==> src/rtl/dirent_pkg.sv <==
package dirent_pkg;
   localparam int DIR_NODES  = 16;
   localparam int DIR_PTRS   = 2;
   localparam int DIR_REGION = 4;
endpackage

==> src/rtl/dirent_store.sv <==
module dirent_store #(
   parameter int NODES  = dirent_pkg::DIR_NODES,
   parameter int NPTR   = dirent_pkg::DIR_PTRS,
   parameter int REGION = dirent_pkg::DIR_REGION,
   localparam int ID_W  = $clog2(NODES),
   localparam int RG_W  = $clog2(REGION),
   localparam int NREG  = NODES / REGION,
   localparam int PI_W  = (NPTR > 1) ? $clog2(NPTR) : 1
) (
   input  logic                       clk,
   input  logic                       rst_n,
   input  logic                       clr,
   input  logic                       add_en,
   input  logic [ID_W-1:0]            add_id,
   input  logic                       set_own,
   input  logic [ID_W-1:0]            own_id,
   output logic                       ovf,
   output logic [NPTR-1:0]            ptr_v,
   output logic [NPTR-1:0][ID_W-1:0]  ptr_id,
   output logic [NREG-1:0]            coarse
);
   logic            hit;
   logic            free_ok;
   logic [PI_W-1:0] free_idx;
   logic [NREG-1:0] ptr_rmask;
   logic [NREG-1:0] add_rbit;

   always_comb begin
      hit       = 1'b0;
      free_ok   = 1'b0;
      free_idx  = '0;
      ptr_rmask = '0;
      add_rbit  = '0;
      add_rbit[add_id[ID_W-1:RG_W]] = 1'b1;
      for (int i = NPTR - 1; i >= 0; i--) begin
         if (ptr_v[i] && ptr_id[i] == add_id) hit = 1'b1;
         if (!ptr_v[i]) begin
            free_ok  = 1'b1;
            free_idx = PI_W'(i);
         end
         if (ptr_v[i]) ptr_rmask[ptr_id[i][ID_W-1:RG_W]] = 1'b1;
      end
   end

   always_ff @(posedge clk) begin
      if (!rst_n || clr) begin
         ovf    <= 1'b0;
         ptr_v  <= '0;
         ptr_id <= '0;
         coarse <= '0;
      end else if (set_own) begin
         ovf       <= 1'b0;
         ptr_v     <= '0;
         ptr_v[0]  <= 1'b1;
         ptr_id[0] <= own_id;
         coarse    <= '0;
      end else if (add_en) begin
         if (ovf) begin
            coarse <= coarse | add_rbit;
         end else if (!hit) begin
            if (free_ok) begin
               ptr_v[free_idx]  <= 1'b1;
               ptr_id[free_idx] <= add_id;
            end else begin
               ovf    <= 1'b1;
               ptr_v  <= '0;
               coarse <= ptr_rmask | add_rbit;
            end
         end
      end
   end

   for (genvar a = 0; a < NPTR; a++) begin : g_pair_a
      for (genvar b = a + 1; b < NPTR; b++) begin : g_pair_b
         p_distinct_ptrs_r3: assert property (@(posedge clk) disable iff (!rst_n)
            (!ovf && ptr_v[a] && ptr_v[b]) |-> (ptr_id[a] != ptr_id[b]));
      end
   end

   p_coarse_nonzero_r4: assert property (@(posedge clk) disable iff (!rst_n)
      ovf |-> (coarse != '0));

   p_owner_single_r8: assert property (@(posedge clk) disable iff (!rst_n)
      (set_own && !clr) |=> (!ovf && $countones(ptr_v) == 1 && ptr_id[0] == $past(own_id)));
endmodule

==> src/rtl/dirent_expand.sv <==
module dirent_expand #(
   parameter int NODES  = dirent_pkg::DIR_NODES,
   parameter int NPTR   = dirent_pkg::DIR_PTRS,
   parameter int REGION = dirent_pkg::DIR_REGION,
   localparam int ID_W  = $clog2(NODES),
   localparam int NREG  = NODES / REGION
) (
   input  logic                       ovf,
   input  logic [NPTR-1:0]            ptr_v,
   input  logic [NPTR-1:0][ID_W-1:0]  ptr_id,
   input  logic [NREG-1:0]            coarse,
   input  logic [ID_W-1:0]            writer,
   output logic [NODES-1:0]           tgt
);
   for (genvar n = 0; n < NODES; n++) begin : g_node
      logic named;
      always_comb begin
         named = 1'b0;
         for (int i = 0; i < NPTR; i++)
            if (ptr_v[i] && ptr_id[i] == ID_W'(n)) named = 1'b1;
      end
      assign tgt[n] = (ovf ? coarse[n / REGION] : named) && (writer != ID_W'(n));
   end
endmodule

==> src/rtl/dirent_scan.sv <==
module dirent_scan #(
   parameter int NODES = dirent_pkg::DIR_NODES,
   localparam int ID_W = $clog2(NODES)
) (
   input  logic             clk,
   input  logic             rst_n,
   input  logic             clr,
   input  logic             start,
   input  logic [NODES-1:0] start_mask,
   input  logic [ID_W-1:0]  start_wid,
   output logic             busy,
   output logic             inv_vld,
   output logic [ID_W-1:0]  inv_id,
   output logic             done,
   output logic [ID_W-1:0]  own_id
);
   logic [NODES-1:0] mask;
   logic [ID_W-1:0]  low;

   always_comb begin
      low = '0;
      for (int n = NODES - 1; n >= 0; n--)
         if (mask[n]) low = ID_W'(n);
   end

   always_ff @(posedge clk) begin
      if (!rst_n || clr) begin
         busy   <= 1'b0;
         mask   <= '0;
         own_id <= '0;
      end else if (start && !busy) begin
         busy   <= 1'b1;
         mask   <= start_mask;
         own_id <= start_wid;
      end else if (busy) begin
         if (mask == '0) busy <= 1'b0;
         else            mask[low] <= 1'b0;
      end
   end

   assign inv_vld = busy && (mask != '0);
   assign inv_id  = low;
   assign done    = busy && (mask == '0);

   p_ascending_r6: assert property (@(posedge clk) disable iff (!rst_n)
      (inv_vld && $past(inv_vld) && !$past(clr) && !$past(start && !busy)) |-> (inv_id > $past(inv_id)));

   p_done_pulse_r6: assert property (@(posedge clk) disable iff (!rst_n)
      done |=> !done);

   p_skip_writer_r7: assert property (@(posedge clk) disable iff (!rst_n)
      inv_vld |-> (inv_id != own_id));
endmodule

==> src/rtl/dirent_ptr_coarse.sv <==
module dirent_ptr_coarse #(
   parameter int NODES  = dirent_pkg::DIR_NODES,
   parameter int NPTR   = dirent_pkg::DIR_PTRS,
   parameter int REGION = dirent_pkg::DIR_REGION,
   localparam int ID_W  = $clog2(NODES),
   localparam int NREG  = NODES / REGION
) (
   input  logic            clk,
   input  logic            rst_n,
   input  logic            add_vld,
   input  logic [ID_W-1:0] add_id,
   input  logic            wr_vld,
   input  logic [ID_W-1:0] wr_id,
   input  logic            clr,
   output logic            inv_vld,
   output logic [ID_W-1:0] inv_id,
   output logic            done
);
   if ((1 << ID_W) != NODES) begin : g_bad_nodes
      $error("NODES must be a power of two");
   end
   if (REGION < 1 || REGION >= NODES || (1 << $clog2(REGION)) != REGION) begin : g_bad_region
      $error("REGION must be a power of two below NODES");
   end
   if (NPTR < 1 || NPTR >= NODES) begin : g_bad_ptrs
      $error("NPTR must be between 1 and NODES-1");
   end

   logic                      busy;
   logic                      ovf;
   logic [NPTR-1:0]           ptr_v;
   logic [NPTR-1:0][ID_W-1:0] ptr_id;
   logic [NREG-1:0]           coarse;
   logic [NODES-1:0]          tgt;
   logic [ID_W-1:0]           own_id;
   logic                      start;
   logic                      add_en;

   assign start  = wr_vld && !busy && !clr;
   assign add_en = add_vld && !busy && !wr_vld;

   dirent_store #(.NODES(NODES), .NPTR(NPTR), .REGION(REGION)) u_store (
      .clk(clk), .rst_n(rst_n), .clr(clr), .add_en(add_en), .add_id(add_id),
      .set_own(done), .own_id(own_id), .ovf(ovf), .ptr_v(ptr_v),
      .ptr_id(ptr_id), .coarse(coarse));

   dirent_expand #(.NODES(NODES), .NPTR(NPTR), .REGION(REGION)) u_expand (
      .ovf(ovf), .ptr_v(ptr_v), .ptr_id(ptr_id), .coarse(coarse),
      .writer(wr_id), .tgt(tgt));

   dirent_scan #(.NODES(NODES)) u_scan (
      .clk(clk), .rst_n(rst_n), .clr(clr), .start(start), .start_mask(tgt),
      .start_wid(wr_id), .busy(busy), .inv_vld(inv_vld), .inv_id(inv_id),
      .done(done), .own_id(own_id));

   p_busy_ignores_r10: assert property (@(posedge clk) disable iff (!rst_n)
      (busy && !done && !clr) |=> $stable(own_id));

   p_clr_abort_r11: assert property (@(posedge clk) disable iff (!rst_n)
      clr |=> (!inv_vld && !done));
endmodule

==> config.mk <==
export PLATFORM = sky130hd
export DESIGN_NAME = dirent_ptr_coarse
export DESIGN_NICKNAME = d
export VERILOG_FILES = /design/src/rtl/dirent_pkg.sv /design/src/rtl/dirent_store.sv /design/src/rtl/dirent_expand.sv /design/src/rtl/dirent_scan.sv /design/src/rtl/dirent_ptr_coarse.sv
export SDC_FILE = /design/constraint.sdc
export NUM_CORES = 1
export LEC_CHECK = 0
export BUFFER_PORTS_ARGS = -buffer_cell sky130_fd_sc_hd__buf_2
export CAP_MARGIN = 20
export CORE_MARGIN = 2
export CORE_UTILIZATION = 60
export DETAILED_ROUTE_END_ITERATION = 7
export PLACE_DENSITY_LB_ADDON = 0.2
export SETUP_SLACK_MARGIN = 0.1
export SLEW_MARGIN = 25
export SYNTH_ARGS = -nofsm -noshare
export SYNTH_HDL_FRONTEND = slang
export SYNTH_SLANG_ARGS = --single-unit
==> constraint.sdc <==
create_clock -name clk -period 2.4 [get_ports clk]
set_clock_uncertainty 0.05 [all_clocks]
set_input_delay 0.48 -clock clk [delete_from_list [all_inputs] [get_ports clk]]
set_output_delay 0.48 -clock clk [all_outputs]
set_load 0.05 [all_outputs]
==> impl_metrics.yaml, run 1 <==
status:
  outcome: "finished clean"
worst_hold_path:
  holdCritPathClass: "reg2reg"
setup_path:
  cp_data_required_time_ns: 1.87
  worstSetupPathType: "reg2out"
  cp-end-kind: "output port"
  worst_path_max_delay_cell: "or4_1"
  crit_family: "simple AND/OR/NAND/NOR gates"
  cp_cell_sequence: "or4_1, a21oi_1, clkbuf_4"
  cpPeakStageDelay_ns: 0.62
  path_buf_inv: 1
  cp_max_fo: 7
  r2r_slack_ns: 0.35
  arrival_ns: 1.74
  cp-start-kind: "flip-flop"
floorplan:
  dieArea_um2: 4701
  start_util: 0.6253
  ios: 19
  core_area_um2: 4000
  num_rows: 23
  die_y_um: 68.57
  die_w_um: 68.57
synth:
  synth_warnings: 0
  synth_top_family_by_area: "simple AND/OR/NAND/NOR gates"
  synth-simple-area-share: 0.3347
  yosys-mux-area-fraction: 0.02801
  synth_area_um2: 2501
  synth_fa_ha_area_frac: 0.01501
  syn-num-nets: 337
  avgSynthCellArea_um2: 7.792
  synthDistinctLibCells: 57
  synth_edf_count: 0
  synth-main-ff-cell: "dfxtp_1"
  synthXorXnorAreaFrac: 0.02801
  syn_inst: 321
  ys_seq_area_frac: 0.2881
  synth_compound_area_frac: 0.2476
  synth_seq_cells: 36
  synthArstFlopShare: 0
timing:
  finalCriticalPeriod_ns: 2.273
  hold_viol: 0
  rsz0062_at_grt: "true"
  finalSetupViolCount: 0
  fin_crit_sh: 0.9472
  hold_ws_ns: 0.4084
  clock.fmax_mhz: 439.9
  max_slew.worst_pin.slew_ns: 0.6634
  tns_ns: 0
  max-slew-margin-rel: 0.5561
  slew_violations: 0
placed_design:
  portBuffers: 18
  dp_cells: 381
  hpwlAfterDp_um: 5397
  place_area_um2: 2620
  gp_congestion: 0.9518
clock_network:
  clockRootBuffer: "clkbuf_8"
  h-tree-depth: 2
  clk-insertion-delay-late_ns: 0.30
  cts_sinks: 36
  clockBufferDepth: 2
  cts_tree: "built"
  cts_buffers: 5
  clk_pin_slew_ns: 0.07
  holdBufCountCts: 0
layout:
  antenna_cells: 0
  drive_gt1_frac: 0.1706
  final_util: 0.6938
  final_common_cell: "nor2_1"
  most-common-layout-cells: "nor2_1 (38), dfxtp_1 (35), nand2_1 (32)"
  synthToLayoutAreaGrowth_pct: 10.96
  final_nets: 355
  fin_area_um2: 2775
  final_cells: 390
routing:
  firstDrtPassIters: 5
  drc: 0
  detail_route.wl_per_cell_um: 18.36
  postRouteWirelength_um: 7161
  ant_nets: 0
  routed_via_density: 6.805
  drt_iter0_drc: 362
  num_vias: 2654
flow_run:
  cap_viol_max_count: 0
global_routing:
  overflow: 0
  grt_max_degree: 21
  grt_pass1_vias: 2289
  grt_antenna_before_repair: 0
  grt_first_pass_wirelength_um: 11070
  track_usage: 0.3192
power_and_ir_drop:
  irDropWorstVdd_uv: 247.2
  p_leak_nw: 1.014
  pwr_density_cell_nw_per_um2: 437.4
==> through the flow <==
step | setup slack, ns | power (W)
2_1_floorplan | 0.1484 | 0.0007188
3_3_place_gp | 0.2319 | 0.0007630
3_5_place_dp | 0.2213 | 0.0007650
4_1_cts | 0.07065 | 0.001212
5_1_grt | 0.08375 | 0.001250
6_report | 0.1268 | 0.001214
==> registers in the layout, summed over array words and instances (netlist names) <==
register,count
u_scan.busy,1
u_store.ptr_v,2
u_store.coarse,4
u_scan.mask,16
u_store.ovf,1
u_store.ptr_id,8
u_scan.own_id,4
==> power breakdown <==
| part | leakage [nW] | switching (W) | total, W | internal (W) |
|---|---|---|---|---|
| Combinational | 0.677 | 0.0000881 | 0.000140 | 0.0000517 |
| Clock | 0.0455 | 0.000223 | 0.000457 | 0.000234 |
| Sequential | 0.291 | 0.0000133 | 0.000617 | 0.000604 |
| Total | 1.01 | 0.000324 | 0.00121 | 0.000890 |
==> tightest hold or removal path: stages (launching register included) <==
cell and delay, ns:
dfxtp_1 0.31, nand2_1 0.05, a21oi_1 0.05
==> Yosys cell counts (all sizes together) (3+ instances only) <==
library cell  count  area [µm²]
a211oi            3       22.52
dfxtp            36       720.7
nor3             22       110.1
o22ai            14       93.84
o211ai            6       50.05
o221ai            7       61.31
or3b              3       26.28
a21oi            15       78.83
a31oi             3       18.77
nor2             39       153.9
nor2b             4       25.02
mux2i             7       70.07
buf              11       82.58
o21ai             7       35.03
a31o              3       26.28
clkbuf            7       26.28
nand2            33       126.4
or3               4       25.02
and3              3       18.77
ha                3       37.54
xnor2             8       70.07
o311a             5       50.05
nand3            12       60.06
inv              10       37.53
nor4              9       90.09
nand3b            6       45.04
o32ai             4       35.03
o311ai            3       26.28
nand2b           11       68.82
==> final cells by class <==
| class | instances | area (µm²) |
|---|---|---|
| fillers | 336 | 1225 |
| clock buffers | 8 | 90.09 |
| multi-input cells | 257 | 1678 |
| well taps | 50 | 62.56 |
| inverters | 10 | 37.54 |
| flip-flops and latches | 36 | 721.9 |
| repair buffers | 29 | 185.2 |
==> cell families (layout without fill, tap and decap cells) <==
logic type	Yosys count	count (layout)
simple gates	157	157
compound gates	82	82
flops	36	36
buf+inv	28	47
xor+xnor	8	8
mux	7	7
fa+ha+maj	3	3
==> path summary, 6_finish.rpt <==
| kind | from | endpoint | cells after the start |
|---|---|---|---|
| worst max-delay path | u_scan.mask[0]$_SDFFE_PP0P_ | inv_id[2] | 3 |
| worst min-delay path | u_scan.own_id[2]$_SDFFE_PP0P_ | u_scan.own_id[2]$_SDFFE_PP0P_ | 2 |
| worst max register to register | u_store.ptr_v[1]$_SDFFE_PP0P_ | u_store.ptr_id[1]$_SDFFE_PP0P_ | 7 |
| worst min register to register | u_scan.own_id[2]$_SDFFE_PP0P_ | u_scan.own_id[2]$_SDFFE_PP0P_ | 2 |
==> routing by layer <==
metal,up-vias,global-route usage,wire length [µm]
li1,1251,-,-
met1,1228,0.4597,3161
met2,154,0.4567,3091
met3,21,0.08766,743
met4,0,0.1050,165
met5,-,0,0
==> what timing repair did <==
action | 4_1_cts | 5_1_grt
resized for setup | 6 | 10
pin swaps | 1 | 1
setup buffers | 1 | 0
endpoints found under the setup margin | 3 | 6
No activity file was read; power rests on OpenSTA's default activity.
==> run 2, diff against run 1 <==
--- a/config.mk
+++ b/config.mk
@@ -11,7 +11,7 @@
 export CORE_UTILIZATION = 60
 export DETAILED_ROUTE_END_ITERATION = 7
 export PLACE_DENSITY_LB_ADDON = 0.2
-export SETUP_SLACK_MARGIN = 0.1
+export SETUP_SLACK_MARGIN = 0.4
 export SLEW_MARGIN = 25
 export SYNTH_ARGS = -nofsm -noshare
 export SYNTH_HDL_FRONTEND = slang
==> constraint.sdc (replaced) <==
create_clock -name clk -period 2.6 [get_ports clk]
set_clock_uncertainty 0.05 [all_clocks]
set_input_delay 0.52 -clock clk [delete_from_list [all_inputs] [get_ports clk]]
set_output_delay 0.52 -clock clk [all_outputs]
set_load 0.05 [all_outputs]
==> run 2 against run 1 <==
  * Sequential cell count did not move
  * Sequential share of layout area fell by 1.1 points
  * Critical path depth rose by 2
  * Routed wire length rose by 7.3%
  * Clock-buffer cell count fell by 2
  * Clock power fell by 8.3%
  * Core utilization rose by 5.1 points
  * Sequential power fell by 8.3%
  * Final area rose by 7.3%
  * Largest power group unchanged
==> impl_metrics.yaml, run 2 (same netlist as run 1, synthesis figures left out) <==
setup_path:
  cp_max_fo: 4
  arrival_ns: 1.67
  r2r_slack_ns: 0.49
  r2r_end: "u_scan.mask[6]$_SDFFE_PP0P_"
  worst-r2r-cell-count: 8
  cpPeakStageDelay_ns: 0.40
  cp-start-kind: "flip-flop"
  cp-end-kind: "output port"
  worstSetupPathType: "reg2out"
  cp_cell_sequence: "nor2_1, o31ai_2, a2111oi_2, nor3_2, buf_6"
  worst_path_max_delay_cell: "dfxtp_4"
  cp_data_required_time_ns: 2.03
  crit_family: "compound AO/OA/AOI/OAI gates"
  path_buf_inv: 1
  reg2reg_from: "u_scan.mask[15]$_SDFFE_PP0P_"
clock_network:
  cts_buffers: 5
  clockBufferDepth: 2
  clk_pin_slew_ns: 0.07
  cts_sinks: 36
  clk-insertion-delay-late_ns: 0.30
  h-tree-depth: 2
  cts_tree: "built"
  clockRootBuffer: "clkbuf_8"
power_and_ir_drop:
  irDropWorstVdd_uv: 322.2
  combPwrFrac: 0.117
  sequentialPowerShare: 0.507
  switchingPower_w: 0.0003015
  p_leak_nw: 1.101
  p_int_w: 0.0008147
  pwr_density_cell_nw_per_um2: 374.8
  swShare: 0.2701
  clkPwrFrac: 0.376
placed_design:
  place_area_um2: 2609
  place_ws_ns: 0.3191
  portBuffers: 18
  hpwlAfterDp_um: 5307
  gp_congestion: 1.006
timing:
  tns_ns: 0
  hold_ws_ns: 0.4065
  hold_viol: 0
  finalWorstSetupSlack_ns: 0.3578
  max-slew-margin-rel: 0.5162
  slew_violations: 0
  finalCriticalPeriod_ns: 2.242
  rsz0062_at_grt: "true"
  max_slew.worst_pin.slew_ns: 0.7230
  fin_crit_sh: 0.8624
  clock.fmax_mhz: 446.0
  finalSetupViolCount: 0
routing:
  postRouteWirelength_um: 7686
  routed_via_density: 7.055
  detail_route.wl_per_cell_um: 19.17
  ant_nets: 0
  drt_iter0_drc: 437
  num_vias: 2829
  drc: 0
  firstDrtPassIters: 6
floorplan:
  ios: 19
  die_y_um: 68.57
  core_area_um2: 4000
  die_w_um: 68.57
  num_rows: 23
  start_util: 0.6253
  dieArea_um2: 4701
layout:
  synthToLayoutAreaGrowth_pct: 19.06
  most-common-layout-cells: "nor2_1 (36), nand2_1 (32), buf_4 (24)"
  top_regs: "u_scan.mask x16, u_store.ptr_id x8"
  num-fill-cells: 315
  multi_input_area_um2: 1758
  final_nets: 366
  regMostFlops: "u_scan.mask"
  antenna_cells: 0
  drive_gt1_frac: 0.2707
  largest_register_ff_count: 16
  fin_area_um2: 2978
  seq_area_um2: 742.0
  final_common_cell: "nor2_1"
flow_run:
  cap_viol_max_count: 0
worst_hold_path:
  hold_end: "u_scan.own_id[2]$_SDFFE_PP0P_"
  min-delay-start: "u_scan.own_id[2]$_SDFFE_PP0P_"
  holdCritPathClass: "reg2reg"
  holdPathStages: 2
global_routing:
  grt_pass1_vias: 2367
  overflow: 0
  grt_max_degree: 21
  track_usage: 0.3429
  grt_first_pass_wirelength_um: 11830
  grt_antenna_before_repair: 0
status:
  outcome: "finished clean"
## run 2: cell count changes in the layout (fill, tap and decap cells not counted), moves of 3 or more
cell and change:
buf_4 +11, dfxtp_2 +10, buf_6 +4, clkbuf_4 -3, dfxtp_1 -12
## run 2: cell type report
| class | instances | area share |
|---|---|---|
| Clock buffer | 6 | 0.02773 |
| Clock inverter | 2 | 0.003361 |
| Inverter | 10 | 0.01261 |
| Timing Repair Buffer | 40 | 0.09580 |
| Tap cell | 50 | 0.02101 |
| Multi-Input combinational cell | 257 | 0.5903 |
| Sequential cell | 36 | 0.2492 |
## run 2: what timing repair did
item | 4_1_cts | 5_1_grt
pin swaps | 12 | 7
hold buffers | 0 | 0
setup endpoints to repair | 6 | 22
endpoints found under the hold margin | 0 | 0
setup buffers | 11 | 3
gates resized for setup | 32 | 17
## run 2: worst register-to-register path, delay by kind of cell, from the launching register on
kind,cells,cell delay (ns)
AO/OA/AOI/OAI,3,0.75
flip-flops,1,0.40
AND/OR/NAND/NOR,3,0.46
buffers and inverters,2,0.35
## run 2: stage by stage
stage | util | cells | power, W
detailed placement | 0.6522 | 379 | 0.0007052
CTS | 0.7269 | 398 | 0.001115
global route | 0.7444 | 401 | 0.001152
floorplan | - | 321 | 0.0006635
finish | 0.7444 | 401 | 0.001116
global placement | 0.6522 | 379 | 0.0007034
## run 2: how the worst max path moves through the flow
stage                                 start                           to  slack, ns  cells after the start
2_1_floorplan  u_scan.mask[11]$_SDFFE_PP0P_  u_scan.mask[5]$_SDFFE_PP0P_       0.48                      6
3_3_place_gp   u_scan.mask[15]$_SDFFE_PP0P_                    inv_id[1]       0.39                      5
3_5_place_dp   u_scan.mask[11]$_SDFFE_PP0P_                    inv_id[0]       0.32                      5
4_1_cts        u_scan.mask[15]$_SDFFE_PP0P_                    inv_id[1]       0.39                      5
5_1_grt        u_scan.mask[15]$_SDFFE_PP0P_                    inv_id[1]       0.32                      5
6_report       u_scan.mask[15]$_SDFFE_PP0P_                    inv_id[1]       0.36                      5
## run 2: power groups by stage
| stage | Combinational, W | Clock (W) | Sequential (W) |
|---|---|---|---|
| floorplan | 0.0000887 | 0 | 0.000575 |
| global placement | 0.000123 | 0 | 0.000580 |
| detailed placement | 0.000125 | 0 | 0.000580 |
| CTS | 0.000127 | 0.000423 | 0.000565 |
| global route | 0.000142 | 0.000443 | 0.000567 |
| finish | 0.000131 | 0.000419 | 0.000566 |
## run 2: layer usage
layer	part of all wire	global-route usage
met1	0.40	0.4849
met2	0.44	0.5072
met3	0.12	0.08766
met4	0.034	0.1100
met5	0	0
